`src/rtl/i2c_cfg_pkg.sv`:
```
package i2c_cfg_pkg;
    localparam int BYTE_W = 8;
    localparam int WORD_W = 2 * BYTE_W;

    typedef enum logic [2:0] {
        ST_IDLE,
        ST_ADDR,
        ST_ADDR_ACK,
        ST_MSB,
        ST_MSB_ACK,
        ST_LSB,
        ST_LSB_ACK
    } rx_state_t;
endpackage

```
`src/rtl/i2c_line_sync.sv`:
```
// Multi-stage synchroniser for one bus line; also exposes the previous
// synchronised value so edges and START/STOP can be decoded.
module i2c_line_sync #(
    parameter int STAGES = 2
) (
    input  logic clk,
    input  logic rst_n,
    input  logic line_i,
    output logic level_o,
    output logic prev_o
);
    logic [STAGES:0] pipe;
    assign pipe[0] = line_i;

    for (genvar g = 0; g < STAGES; g++) begin : g_stage
        always_ff @(posedge clk or negedge rst_n) begin
            if (!rst_n) pipe[g+1] <= 1'b1;
            else        pipe[g+1] <= pipe[g];
        end
    end

    always_ff @(posedge clk or negedge rst_n) begin
        if (!rst_n) prev_o <= 1'b1;
        else        prev_o <= pipe[STAGES];
    end

    assign level_o = pipe[STAGES];
endmodule

```
`src/rtl/i2c_byte_shift.sv`:
```
// MSB-first byte collector with a bit counter.
module i2c_byte_shift #(
    parameter int W = 8
) (
    input  logic         clk,
    input  logic         rst_n,
    input  logic         clr_i,
    input  logic         shift_i,
    input  logic         bit_i,
    output logic [W-1:0] data_o,
    output logic         full_o
);
    localparam int CW = $clog2(W + 1);
    logic [CW-1:0] cnt;

    always_ff @(posedge clk or negedge rst_n) begin
        if (!rst_n) begin
            cnt    <= '0;
            data_o <= '0;
        end else if (clr_i) begin
            cnt    <= '0;
        end else if (shift_i) begin
            cnt    <= cnt + 1'b1;
            data_o <= {data_o[W-2:0], bit_i};
        end
    end

    assign full_o = (cnt == CW'(W));
endmodule

```
`src/rtl/i2c_cfg_slave.sv`:
```
module i2c_cfg_slave
    import i2c_cfg_pkg::*;
#(
    parameter int         SYNC_STAGES = 2,
    parameter logic [5:0] ADDR_PREFIX = 6'b001011
) (
    input  logic        clk,
    input  logic        rst_n,
    input  logic        scl_i,
    input  logic        sda_i,
    input  logic        adr_sel_i,
    output logic        sda_oe_o,
    output logic [15:0] cfg_o,
    output logic        cfg_upd_o
);
    rx_state_t state, nxt;

    logic scl_lvl, scl_prev, sda_lvl, sda_prev;
    logic scl_rise, scl_fall, start_w, stop_w;
    logic rx_state, ack_state, shift_en, byte_end, ack_end, clr_sh;
    logic addr_ok, sh_full;
    logic [BYTE_W-1:0] sh_data;
    logic [6:0] own_addr;

    i2c_line_sync #(.STAGES(SYNC_STAGES)) u_scl (
        .clk(clk), .rst_n(rst_n), .line_i(scl_i),
        .level_o(scl_lvl), .prev_o(scl_prev)
    );
    i2c_line_sync #(.STAGES(SYNC_STAGES)) u_sda (
        .clk(clk), .rst_n(rst_n), .line_i(sda_i),
        .level_o(sda_lvl), .prev_o(sda_prev)
    );

    assign scl_rise = scl_lvl & ~scl_prev;
    assign scl_fall = ~scl_lvl & scl_prev;
    assign start_w  = scl_lvl & scl_prev & sda_prev & ~sda_lvl;
    assign stop_w   = scl_lvl & scl_prev & ~sda_prev & sda_lvl;

    assign rx_state  = (state == ST_ADDR) || (state == ST_MSB) || (state == ST_LSB);
    assign ack_state = (state == ST_ADDR_ACK) || (state == ST_MSB_ACK) || (state == ST_LSB_ACK);
    assign shift_en  = rx_state & scl_rise & ~sh_full;
    assign byte_end  = rx_state & scl_fall & sh_full;
    assign ack_end   = ack_state & scl_fall;
    assign clr_sh    = start_w | stop_w | ack_end | (state == ST_IDLE);

    assign own_addr = {ADDR_PREFIX, ~adr_sel_i};
    assign addr_ok  = (sh_data == {own_addr, 1'b0});

    i2c_byte_shift #(.W(BYTE_W)) u_shift (
        .clk(clk), .rst_n(rst_n), .clr_i(clr_sh), .shift_i(shift_en),
        .bit_i(sda_lvl), .data_o(sh_data), .full_o(sh_full)
    );

    // State register
    always_ff @(posedge clk or negedge rst_n) begin
        if (!rst_n) state <= ST_IDLE;
        else        state <= nxt;
    end

    // Next-state logic
    always_comb begin
        nxt = state;
        if (start_w) begin
            nxt = ST_ADDR;
        end else if (stop_w) begin
            nxt = ST_IDLE;
        end else begin
            unique case (state)
                ST_IDLE:     nxt = ST_IDLE;
                ST_ADDR:     if (byte_end) nxt = addr_ok ? ST_ADDR_ACK : ST_IDLE;
                ST_ADDR_ACK: if (scl_fall) nxt = ST_MSB;
                ST_MSB:      if (byte_end) nxt = ST_MSB_ACK;
                ST_MSB_ACK:  if (scl_fall) nxt = ST_LSB;
                ST_LSB:      if (byte_end) nxt = ST_LSB_ACK;
                ST_LSB_ACK:  if (scl_fall) nxt = ST_IDLE;
                default:     nxt = ST_IDLE;
            endcase
        end
    end

    // Outputs: acknowledge drive, register halves, update strobe
    always_ff @(posedge clk or negedge rst_n) begin
        if (!rst_n) begin
            sda_oe_o  <= 1'b0;
            cfg_o     <= '0;
            cfg_upd_o <= 1'b0;
        end else begin
            cfg_upd_o <= 1'b0;
            if (start_w || stop_w) begin
                sda_oe_o <= 1'b0;
            end else if (byte_end && (state != ST_ADDR || addr_ok)) begin
                sda_oe_o <= 1'b1;
            end else if (ack_end) begin
                sda_oe_o <= 1'b0;
                if (state == ST_MSB_ACK) begin
                    cfg_o[WORD_W-1:BYTE_W] <= sh_data;
                end else if (state == ST_LSB_ACK) begin
                    cfg_o[BYTE_W-1:0] <= sh_data;
                    cfg_upd_o         <= 1'b1;
                end
            end
        end
    end
endmodule

```
`config.mk`:
```
export PLATFORM = sky130hd
export DESIGN_NAME = i2c_cfg_slave
export DESIGN_NICKNAME = d
export VERILOG_FILES = /design/src/rtl/i2c_cfg_pkg.sv /design/src/rtl/i2c_line_sync.sv /design/src/rtl/i2c_byte_shift.sv /design/src/rtl/i2c_cfg_slave.sv
export SDC_FILE = /design/constraint.sdc
export NUM_CORES = 1
export LEC_CHECK = 0
export BUFFER_PORTS_ARGS = -buffer_cell sky130_fd_sc_hd__buf_2
export CAP_MARGIN = 20
export CORE_ASPECT_RATIO = 1.1
export CORE_MARGIN = 5
export CORE_UTILIZATION = 40
export CTS_BUF_LIST = sky130_fd_sc_hd__clkbuf_16
export CTS_CLUSTER_DIAMETER = 200
export DETAILED_ROUTE_END_ITERATION = 6
export PLACE_DENSITY_LB_ADDON = 0.12
export SYNTH_ARGS = -nofsm -noshare
export SYNTH_HDL_FRONTEND = slang
export SYNTH_HIERARCHICAL = 1
export SYNTH_SLANG_ARGS = --single-unit
```
`constraint.sdc`:
```
create_clock -name clk -period 2 [get_ports clk]
set_input_delay 0.2 -clock clk [delete_from_list [all_inputs] [get_ports clk]]
set_output_delay 0.2 -clock clk [all_outputs]
set_load 0.01 [all_outputs]
```
; After elaboration in Yosys (flattened, before gate mapping)
; Index checks and enable logic that the tools add are counted.
[totals]
regBits = 39
input_bits = 5
elab_cells = 88
[op_classes]
addsub = 1
eq_ne = 15
mux = 20
n_bitwise = 25
reduce_logical = 14
[ops]
columns = cell, n
row1 = $mux W3, 8
row2 = $ne A4 B4 Y1 const B, 6
row3 = $pmux W3 S6, 1
row4 = $and A1 B1 Y1, 12
row5 = $not A1 Y1, 10
row6 = $eq A3 B3 Y1 const B, 3
row7 = $eq A8 B6 Y1, 1
row8 = $mux W1, 8
row9 = $mux W4, 2
row10 = $eq A3 B2 Y1 const B, 2
row11 = $logic_or A1 B1 Y1, 6
row12 = $reduce_and A6 Y1, 1
row13 = $reduce_and A5 Y1, 1
row14 = $add A4 B1 Y4 const B, 1
row15 = $eq A4 B4 Y1 const B, 1
row16 = $reduce_and A4 Y1, 1
row17 = $eq A3 B1 Y1 const B, 1
row18 = $logic_not A3 Y1, 1
row19 = $ne A3 B1 Y1 const B, 1
row20 = $or A1 B1 Y1, 3
row21 = $reduce_bool A3 Y1, 1
row22 = $mux W2, 1
row23 = $reduce_and A2 Y1, 1
row24 = $reduce_bool A2 Y1, 1
row25 = $logic_and A1 B1 Y1, 1

; Depth between registers and ports, before layout
; Gate-level depths: netlist (run 1).
[logic_depth]
ltp_word = 9
depth_mapped = 10
ltp_nobuf = 8

; Cells and area by module
; The synthesis (run 1) kept the hierarchy.
[modules_own_cells]
columns = mod, n_inst, cells_each, area_per_inst_um2
row1 = i2c_cfg_slave, 1, 78, 965.9
row2 = i2c_byte_shift, 1, 40, 573.0
row3 = i2c_line_sync, 2, 3, 78.8

; Least setup slack after synthesis (run 1)
; No wires, ideal clock.
[synth_path]
path_type = register -> register
from = reg u_shift.cnt[0]
to = reg u_shift.data_o[0]
setup_ns = 0.125
arrival_ns = 1.794
t_required_ns = 1.875
setup_slack_ns = 0.081
path_stages_with_launch = 11
period_less_slack_ns = 1.919
cell_sequence = dfrtp_1 > inv_1 > ha_1 > nand2_1 > nor2_1 > nand3b_1 > nor3b_1 > buf_6 > nor2b_4 > buf_6 > mux2_4
[synth_via]
elab_chain_cells = 4
[synth_lines]
columns = element, line_no
row1 = from (decl), i2c_byte_shift.sv:14  ; logic [CW-1:0] cnt;
row2 = from (signal assigned), i2c_byte_shift.sv:23  ; cnt <= cnt + 1'b1;
row3 = $eq A4 B4 Y1, i2c_byte_shift.sv:28  ; assign full_o = (cnt == CW'(W));
row4 = named net sh_full, i2c_cfg_slave.sv:21  ; logic addr_ok, sh_full;
row5 = $not A1 Y1, i2c_cfg_slave.sv:41  ; assign shift_en = rx_state & scl_rise & ~sh_full;
row6 = $and A1 B1 Y1, i2c_cfg_slave.sv:41
row7 = named net shift_en, i2c_cfg_slave.sv:20  ; logic rx_state, ack_state, shift_en, byte_end, ack_end, clr_sh;
row8 = $reduce_and A2 Y1 (no line), -
row9 = to (signal assigned), i2c_byte_shift.sv:24  ; data_o <= {data_o[W-2:0], bit_i};
row10 = to (decl), i2c_byte_shift.sv:10  ; output logic [W-1:0] data_o,
; The timed path passes the listed nets, and every way through them passes these cells.
; A chain may end at the register's enable or synchronous reset.

; Worst setup path after layout (run 1)
[layout_path]
from = reg u_shift.cnt[1]
to = reg u_shift.data_o[2]
; The elaborated chain is that of the path after synthesis.

==> results.sh, run 1 <==
export IMPL_total_standard_cell_area_after_synthesis_um2=1700
export IMPL_setup_worst_path_start_class="register"
export IMPL_worst_path_dominant_cell_family="simple AND/OR/NAND/NOR gates"
export IMPL_grt_max_degree=20
export IMPL_syn_to_final_growth_pct=25.5
export IMPL_final_layout_size_suffix_gt1_share_pct=48.8
export IMPL_crit_reg2reg_launch="u_shift/cnt[1]"
export IMPL_top_signal_layer_used="met4"
export IMPL_route_layer_met1_wl_um=1340
export IMPL_hold_viol_final=0
export IMPL_firstDrtPassIters=4
export IMPL_total_wire_length_after_detailed_routing_um=2970
export IMPL_relSlewSlack_pct=73.4
export IMPL_syn_num_nets=131
export IMPL_ys_dominant_reg_cell="dfrtp_1"
export IMPL_powerDensity_nw_per_um2=832
export IMPL_floorplan_core_area_um2=4020
export IMPL_fp_dieArea_um2=5650
export IMPL_first_global_vias=1137
export IMPL_worstPathBufferInverterCount=2
export IMPL_r2r_cells=9
export IMPL_clock_sinks=39
export IMPL_yosys_register_bits=39
export IMPL_fin_crit_sh_pct=92.0
export IMPL_number_of_drc_violations_after_detailed_routing=0
export IMPL_syn_inst=124
export IMPL_cts_max_level=2
export IMPL_final_setup_viol_count=0
export IMPL_grt_use_total_pct=11.9
export IMPL_place_port_buffers=22
export IMPL_number_of_antenna_violations_at_the_first_check_in_global_routing=0
export IMPL_power_leakage_uw=0.00104
export IMPL_min_delay_worst_endpoint="u_scl/pipe[1]"
export IMPL_number_of_enable_flip_flop_cells_after_synthesis=0
export IMPL_grt_setup_unrepaired="no"
export IMPL_overflow=0
export IMPL_global_route_wire_length_before_repair_um=5220
export IMPL_timing_fmax_ghz=0.543
export IMPL_antenna_diodes=0
export IMPL_cp_cell_sequence="inv_1 -> ha_1 -> nand2_1 -> nor2_1 -> nand3b_1 -> nor3b_2 -> nor2b_4 -> buf_12 -> mux2_4"
export IMPL_synth_yosys_warnings=6
export IMPL_dpl_hpwl_um=2260
export IMPL_vias_per_cell=5.00
export IMPL_setup_total_negative_slack_ns=0
export IMPL_status="complete, no violations"
export IMPL_site_row_count=24
export IMPL_cts_path_max_buffers=2
export IMPL_dr_wl_met2_um=1420
export IMPL_final_setup_worst_slack_ns=0.160
export IMPL_pre_cts_ws_ns=0.0432
export IMPL_die_w_um=72.1
export IMPL_avgSynthCellArea_um2=13.7
export IMPL_fin_crit_ns=1.84
export IMPL_regToRegSetupSlack_ns=0.16
export IMPL_violation_count_after_the_first_detailed_route_iteration=59
export IMPL_numCtsBuffers=5
export IMPL_post_synthesis_sequential_area_ratio_pct=58.0
export IMPL_worst_path_max_delay_cell="dfrtp_1"
export IMPL_worstPathMaxFanout=8
export IMPL_initial_utilization_pct=42.2
export IMPL_final_setup_skew_ns=0.00537
export IMPL_fp_dieH_um=78.3
export IMPL_clock_latency_ns=0.28
export IMPL_cts_tree="yes"
export IMPL_setup_fix_bufs_post_cts=0
export IMPL_timing_rr_end="u_shift/data_o[2]"
export IMPL_synth_cell_type_count=35
export IMPL_min_delay_path_class="in -> reg"
export IMPL_crit_required_ns=2.16
export IMPL_fin_nets=168
export IMPL_path_clk_slew_ns=0.05
export IMPL_vdd_drop_max_mv=0.701
export IMPL_floorplan_io_pins=23
export IMPL_max_cap_viol_count=0
export IMPL_antenna_left=0
export IMPL_slew_viol_final=0
export IMPL_gp_congestion=0.810
export IMPL_timing_critical_path_to_type="register"
export IMPL_route_vias_total=1070
export IMPL_post_drt_wl_per_cell_um=13.9
export IMPL_clockRootBuffer="clkbuf_16"
export IMPL_num_fill_cells=362
export IMPL_worstHoldStart="scl_i"
export IMPL_worst_hold_path_num_cells=1
export IMPL_max_stage_delay_ns=0.39
export IMPL_worst_endpoint_arrival_ns=2.00
export IMPL_timing_setup_critical_path_class="reg -> reg"
export IMPL_met3RoutedLength_um=142
export IMPL_timing_worst_slew_pin_value_ns=0.398
export IMPL_synth_async_reset_ratio_pct=100
## cells in the final DEF, fill, tap and decap left out, drive strengths merged, types with 2 or more instances in the layout
cell and n:
dfstp 6, nand2 6, nor2b 3, o21ai 3, dfrtp 33, clkbuf 5, nor2 7, ha 2
a21oi 5, buf 33, nand3b 2, xnor2 3, mux2 25, o22ai 2, inv 5, nand3 3
## area by class of cell
class,instances,area (um2),share of cell area (%)
repair buffers,34,215,10.1
flip-flops and latches,39,983,46.2
clock buffers,5,125,5.88
clock inverters,3,42.5,2.00
multi-input cells,77,683,32.1
well taps,52,65.1,3.06
inverters,4,15.0,0.705
## metrics by stage
stage | util, % | cells | instance area (um2) | power [uW] | hold WS (ns)
floorplan | - | 124 | 1700 | 858 | -0.0956
CTS | 52.5 | 214 | 2110 | 1800 | 0.00808
detailed placement | 48.1 | 205 | 1940 | 895 | 0.0333
global placement | 48.1 | 205 | 1940 | 893 | 0.0310
global route | 52.9 | 214 | 2130 | 1840 | 0.00598
finish | 52.9 | 214 | 2130 | 1770 | 0.0179
## power by group
group / leakage (uW) / switching (uW) / internal, uW / total [uW]
Sequential: 0.000523 / 11.7 / 805 / 817
Combinational: 0.000438 / 37.6 / 28.5 / 66.2
Clock: 0.0000818 / 300 / 587 / 888
Total: 0.00104 / 350 / 1420 / 1770
## metal layers
layer / vias up / GRT usage, %
li1: 520 / -
met4: 0 / 6.77
met2: 21 / 18.0
met3: 6 / 3.70
met5: - / 0
met1: 523 / 15.0
## worst register-to-register path, delay by kind of cell, from the launching register on
kind          cells  cell delay (ns)
buf+inv           2             0.20
flops             1             0.39
fa+ha+maj         1             0.17
simple gates      5             0.66
mux               1             0.30
## how the worst max path moves through the flow
stage,from,end,slack (ns),cells past startpoint
finish,u_shift/cnt[1],u_shift/data_o[2],0.16,9
global route,u_shift/cnt[1],u_shift/data_o[4],0.04,9
CTS,u_shift/data_o[7],sda_oe_o,0.02,4
detailed placement,u_shift/data_o[7],sda_oe_o,0.04,4
global placement,u_shift/cnt[1],u_shift/data_o[7],0.1,9
floorplan,u_shift/cnt[0],u_shift/data_o[0],0.08,10
## kinds of logic after synthesis
kind of cell	synth area share (%)
fa+ha+maj	1.47
simple gates	9.88
xor+xnor	1.55
buf+inv	2.73
compound gates	7.45
flops	58.0
mux	19.0
## what timing repair did
| action | in CTS | in global routing |
|---|---|---|
| resized for setup | 0 | 2 |
| hold buffers | 1 | 0 |
| endpoints found under the setup margin | 0 | 10 |
| hold endpoints to repair | 20 | 0 |
## registers in the layout, indices dropped and copies added (netlist names), 3 cells and up
| signal | flops |
|---|---|
| u_shift/data_o | 8 |
| cfg_o | 16 |
| state | 3 |
| u_shift/cnt | 4 |
## synthesized netlist by cell type (2+ instances only)
library cell | instances | area [um2]
o22ai_1 | 2 | 12.5
o21ai_0 | 3 | 15.0
buf_6 | 2 | 22.5
nand3_1 | 3 | 15.0
a21oi_1 | 5 | 25.0
nor2b_1 | 2 | 12.5
xnor2_1 | 3 | 26.3
mux2_2 | 17 | 191
dfstp_2 | 6 | 158
ha_1 | 2 | 25.0
dfrtp_1 | 33 | 826
nand2_1 | 6 | 22.5
mux2_4 | 8 | 120
nand3b_1 | 2 | 15.0
inv_1 | 4 | 15.0
nor2_1 | 7 | 26.3
(Power assumes the default switching activity.)
==> inputs of run 2 (changes only) <==
Settings changed: BUFFER_PORTS_ARGS -buffer_cell sky130_fd_sc_hd__buf_2 to unset, DONT_BUFFER_PORTS set to 1, GPL_ROUTABILITY_DRIVEN set to 0.
==> run 2 against run 1 <==
Against the previous run: routed wire length is 0.27% higher; non-clock buffer count is 20 lower; cell area is 3.4% lower.
==> results.sh, run 2 (same netlist as run 1, synthesis figures left out) <==
export IMPL_worst_path_dominant_cell_family="simple AND/OR/NAND/NOR gates"
export IMPL_cts_path_max_buffers=2
export IMPL_timing_critical_path_to_type="register"
export IMPL_global_route_wire_length_before_repair_um=5310
export IMPL_worstPathMaxFanout=9
export IMPL_worst_path_max_delay_cell="dfstp_2"
export IMPL_timing_worst_slew_pin_value_ns=0.447
export IMPL_overflow=0
export IMPL_timing_setup_critical_path_class="reg -> reg"
export IMPL_final_layout_size_suffix_gt1_share_pct=41.5
export IMPL_dpl_hpwl_um=2150
export IMPL_die_w_um=72.1
export IMPL_fp_dieArea_um2=5650
export IMPL_place_port_buffers=0
export IMPL_site_row_count=24
export IMPL_initial_utilization_pct=42.2
export IMPL_firstDrtPassIters=4
export IMPL_final_setup_skew_ns=0.00729
export IMPL_largest_register_ff_count=16
export IMPL_final_setup_viol_count=0
export IMPL_powerDensity_nw_per_um2=864
export IMPL_min_delay_worst_endpoint="state[1]"
export IMPL_min_delay_path_class="in -> reg"
export IMPL_clock_sinks=39
export IMPL_number_of_drc_violations_after_detailed_routing=0
export IMPL_cp_cell_sequence="nand2b_1 -> nor3_1 -> nand2_1 -> mux2_2"
export IMPL_timing_fmax_ghz=0.548
export IMPL_crit_required_ns=2.16
export IMPL_antenna_left=0
export IMPL_worst_hold_path_num_cells=4
export IMPL_setup_total_negative_slack_ns=0
export IMPL_regToRegSetupSlack_ns=0.18
export IMPL_timing_rr_end="cfg_o[3]"
export IMPL_clock_latency_ns=0.28
export IMPL_grt_use_total_pct=12.2
export IMPL_violation_count_after_the_first_detailed_route_iteration=104
export IMPL_final_common_cell="dfrtp_1"
export IMPL_slew_viol_final=0
export IMPL_worst_endpoint_arrival_ns=1.99
export IMPL_syn_to_final_growth_pct=21.2
export IMPL_max_cap_viol_count=0
export IMPL_status="complete, no violations"
export IMPL_fin_nets=148
export IMPL_route_vias_total=1014
export IMPL_floorplan_core_area_um2=4020
export IMPL_post_drt_wl_per_cell_um=15.3
export IMPL_path_clk_slew_ns=0.06
export IMPL_max_stage_delay_ns=0.57
export IMPL_relSlewSlack_pct=70.1
export IMPL_cts_tree="yes"
export IMPL_grt_setup_unrepaired="no"
export IMPL_layout_cells_most_common_list="dfrtp_1 (33), mux2_2 (17), buf_4 (9)"
export IMPL_biggestRegsByFlops="cfg_o: 16 flops, u_shift/data_o: 8 flops, u_shift/cnt: 4 flops"
export IMPL_vdd_drop_max_mv=0.500
export IMPL_total_wire_length_after_detailed_routing_um=2980
export IMPL_fin_crit_ns=1.82
export IMPL_largest_register="cfg_o"
export IMPL_fin_crit_sh_pct=91.2
export IMPL_pnr_total_power_uw=1780
export IMPL_cts_max_level=2
export IMPL_setup_worst_path_start_class="register"
export IMPL_setup_fix_bufs_post_cts=0
export IMPL_fp_dieH_um=78.3
export IMPL_crit_reg2reg_launch="u_scl/prev_o"
export IMPL_clockRootBuffer="clkbuf_16"
export IMPL_worstHoldStart="adr_sel_i"
export IMPL_vias_per_cell=5.23
export IMPL_worstPathBufferInverterCount=0
export IMPL_number_of_antenna_violations_at_the_first_check_in_global_routing=0
export IMPL_r2r_cells=4
export IMPL_grt_max_degree=40
export IMPL_hold_viol_final=0
export IMPL_numCtsBuffers=5
export IMPL_floorplan_io_pins=23
export IMPL_first_global_vias=1061
export IMPL_power_leakage_uw=0.000945
export IMPL_antenna_diodes=0
run 2: cell count changes in the layout (fill, tap and decap cells not counted), sizes merged:
cell and delta:
buf -22, dlygate4sd3 +2, clkinv +1, inv -1
run 2: through the flow:
step | instance area (um2) | instances | setup WS [ns] | util (%) | hold WS (ns)
after detailed placement | 1820 | 182 | 0.0532 | 45.2 | -0.0940
after floorplan | 1700 | 124 | 0.0806 | - | -0.0956
after CTS | 2040 | 194 | 0.0251 | 50.6 | 0.303
final | 2060 | 194 | 0.175 | 51.1 | 0.344
after global routing | 2060 | 194 | 0.0386 | 51.1 | 0.364
after global placement | 1820 | 182 | 0.0739 | 45.2 | -0.0944
run 2: metal layers:
layer | share of wire, % | GRT usage [%] | vias to the layer above | wire [um]
li1 | - | - | 475 | -
met1 | 43 | 15.4 | 506 | 1290
met2 | 48 | 18.4 | 27 | 1430
met3 | 6.9 | 4.85 | 6 | 204
met4 | 1.5 | 5.08 | 0 | 45
met5 | 0 | 0 | - | 0
run 2: how the worst max path moves through the flow:
stage                                   end               from  slack [ns]  cells past startpoint
after global placement    u_shift/data_o[7]     u_shift/cnt[1]        0.07                      9
after floorplan           u_shift/data_o[0]     u_shift/cnt[0]        0.08                     10
final                              cfg_o[3]       u_scl/prev_o        0.18                      4
after detailed placement           sda_oe_o  u_shift/data_o[7]        0.05                      4
after global routing               cfg_o[2]       u_scl/prev_o        0.04                      4
after CTS                          sda_oe_o  u_shift/data_o[7]        0.03                      4
run 2: cell type report:
class,count,area (um2)
fillers,342,1970
flip-flops and latches,39,983
multi-input cells,77,687
clock inverters,3,43.8
well taps,52,65.1
inverters,4,15.0
repair buffers,14,138
clock buffers,5,125
run 2: power breakdown:
| part | switching [uW] | internal [uW] | total, uW |
|---|---|---|---|
| logic | 39.9 | 31.8 | 71.7 |
| registers | 9.31 | 805 | 814 |
| clock network | 303 | 587 | 891 |
run 2: repair_timing:
| action | 4_1_cts | 5_1_grt |
|---|---|---|
| hold buffers | 4 | 0 |
| endpoints found under the setup margin | 0 | 2 |
| resized for setup | 0 | 3 |
| hold endpoints to repair | 41 | 0 |
run 2: tightest hold or removal path: stages:
cell and delay (ns):
xnor2_1 0.15, o41ai_4 0.09, o21ai_0 0.09, a21oi_1 0.05
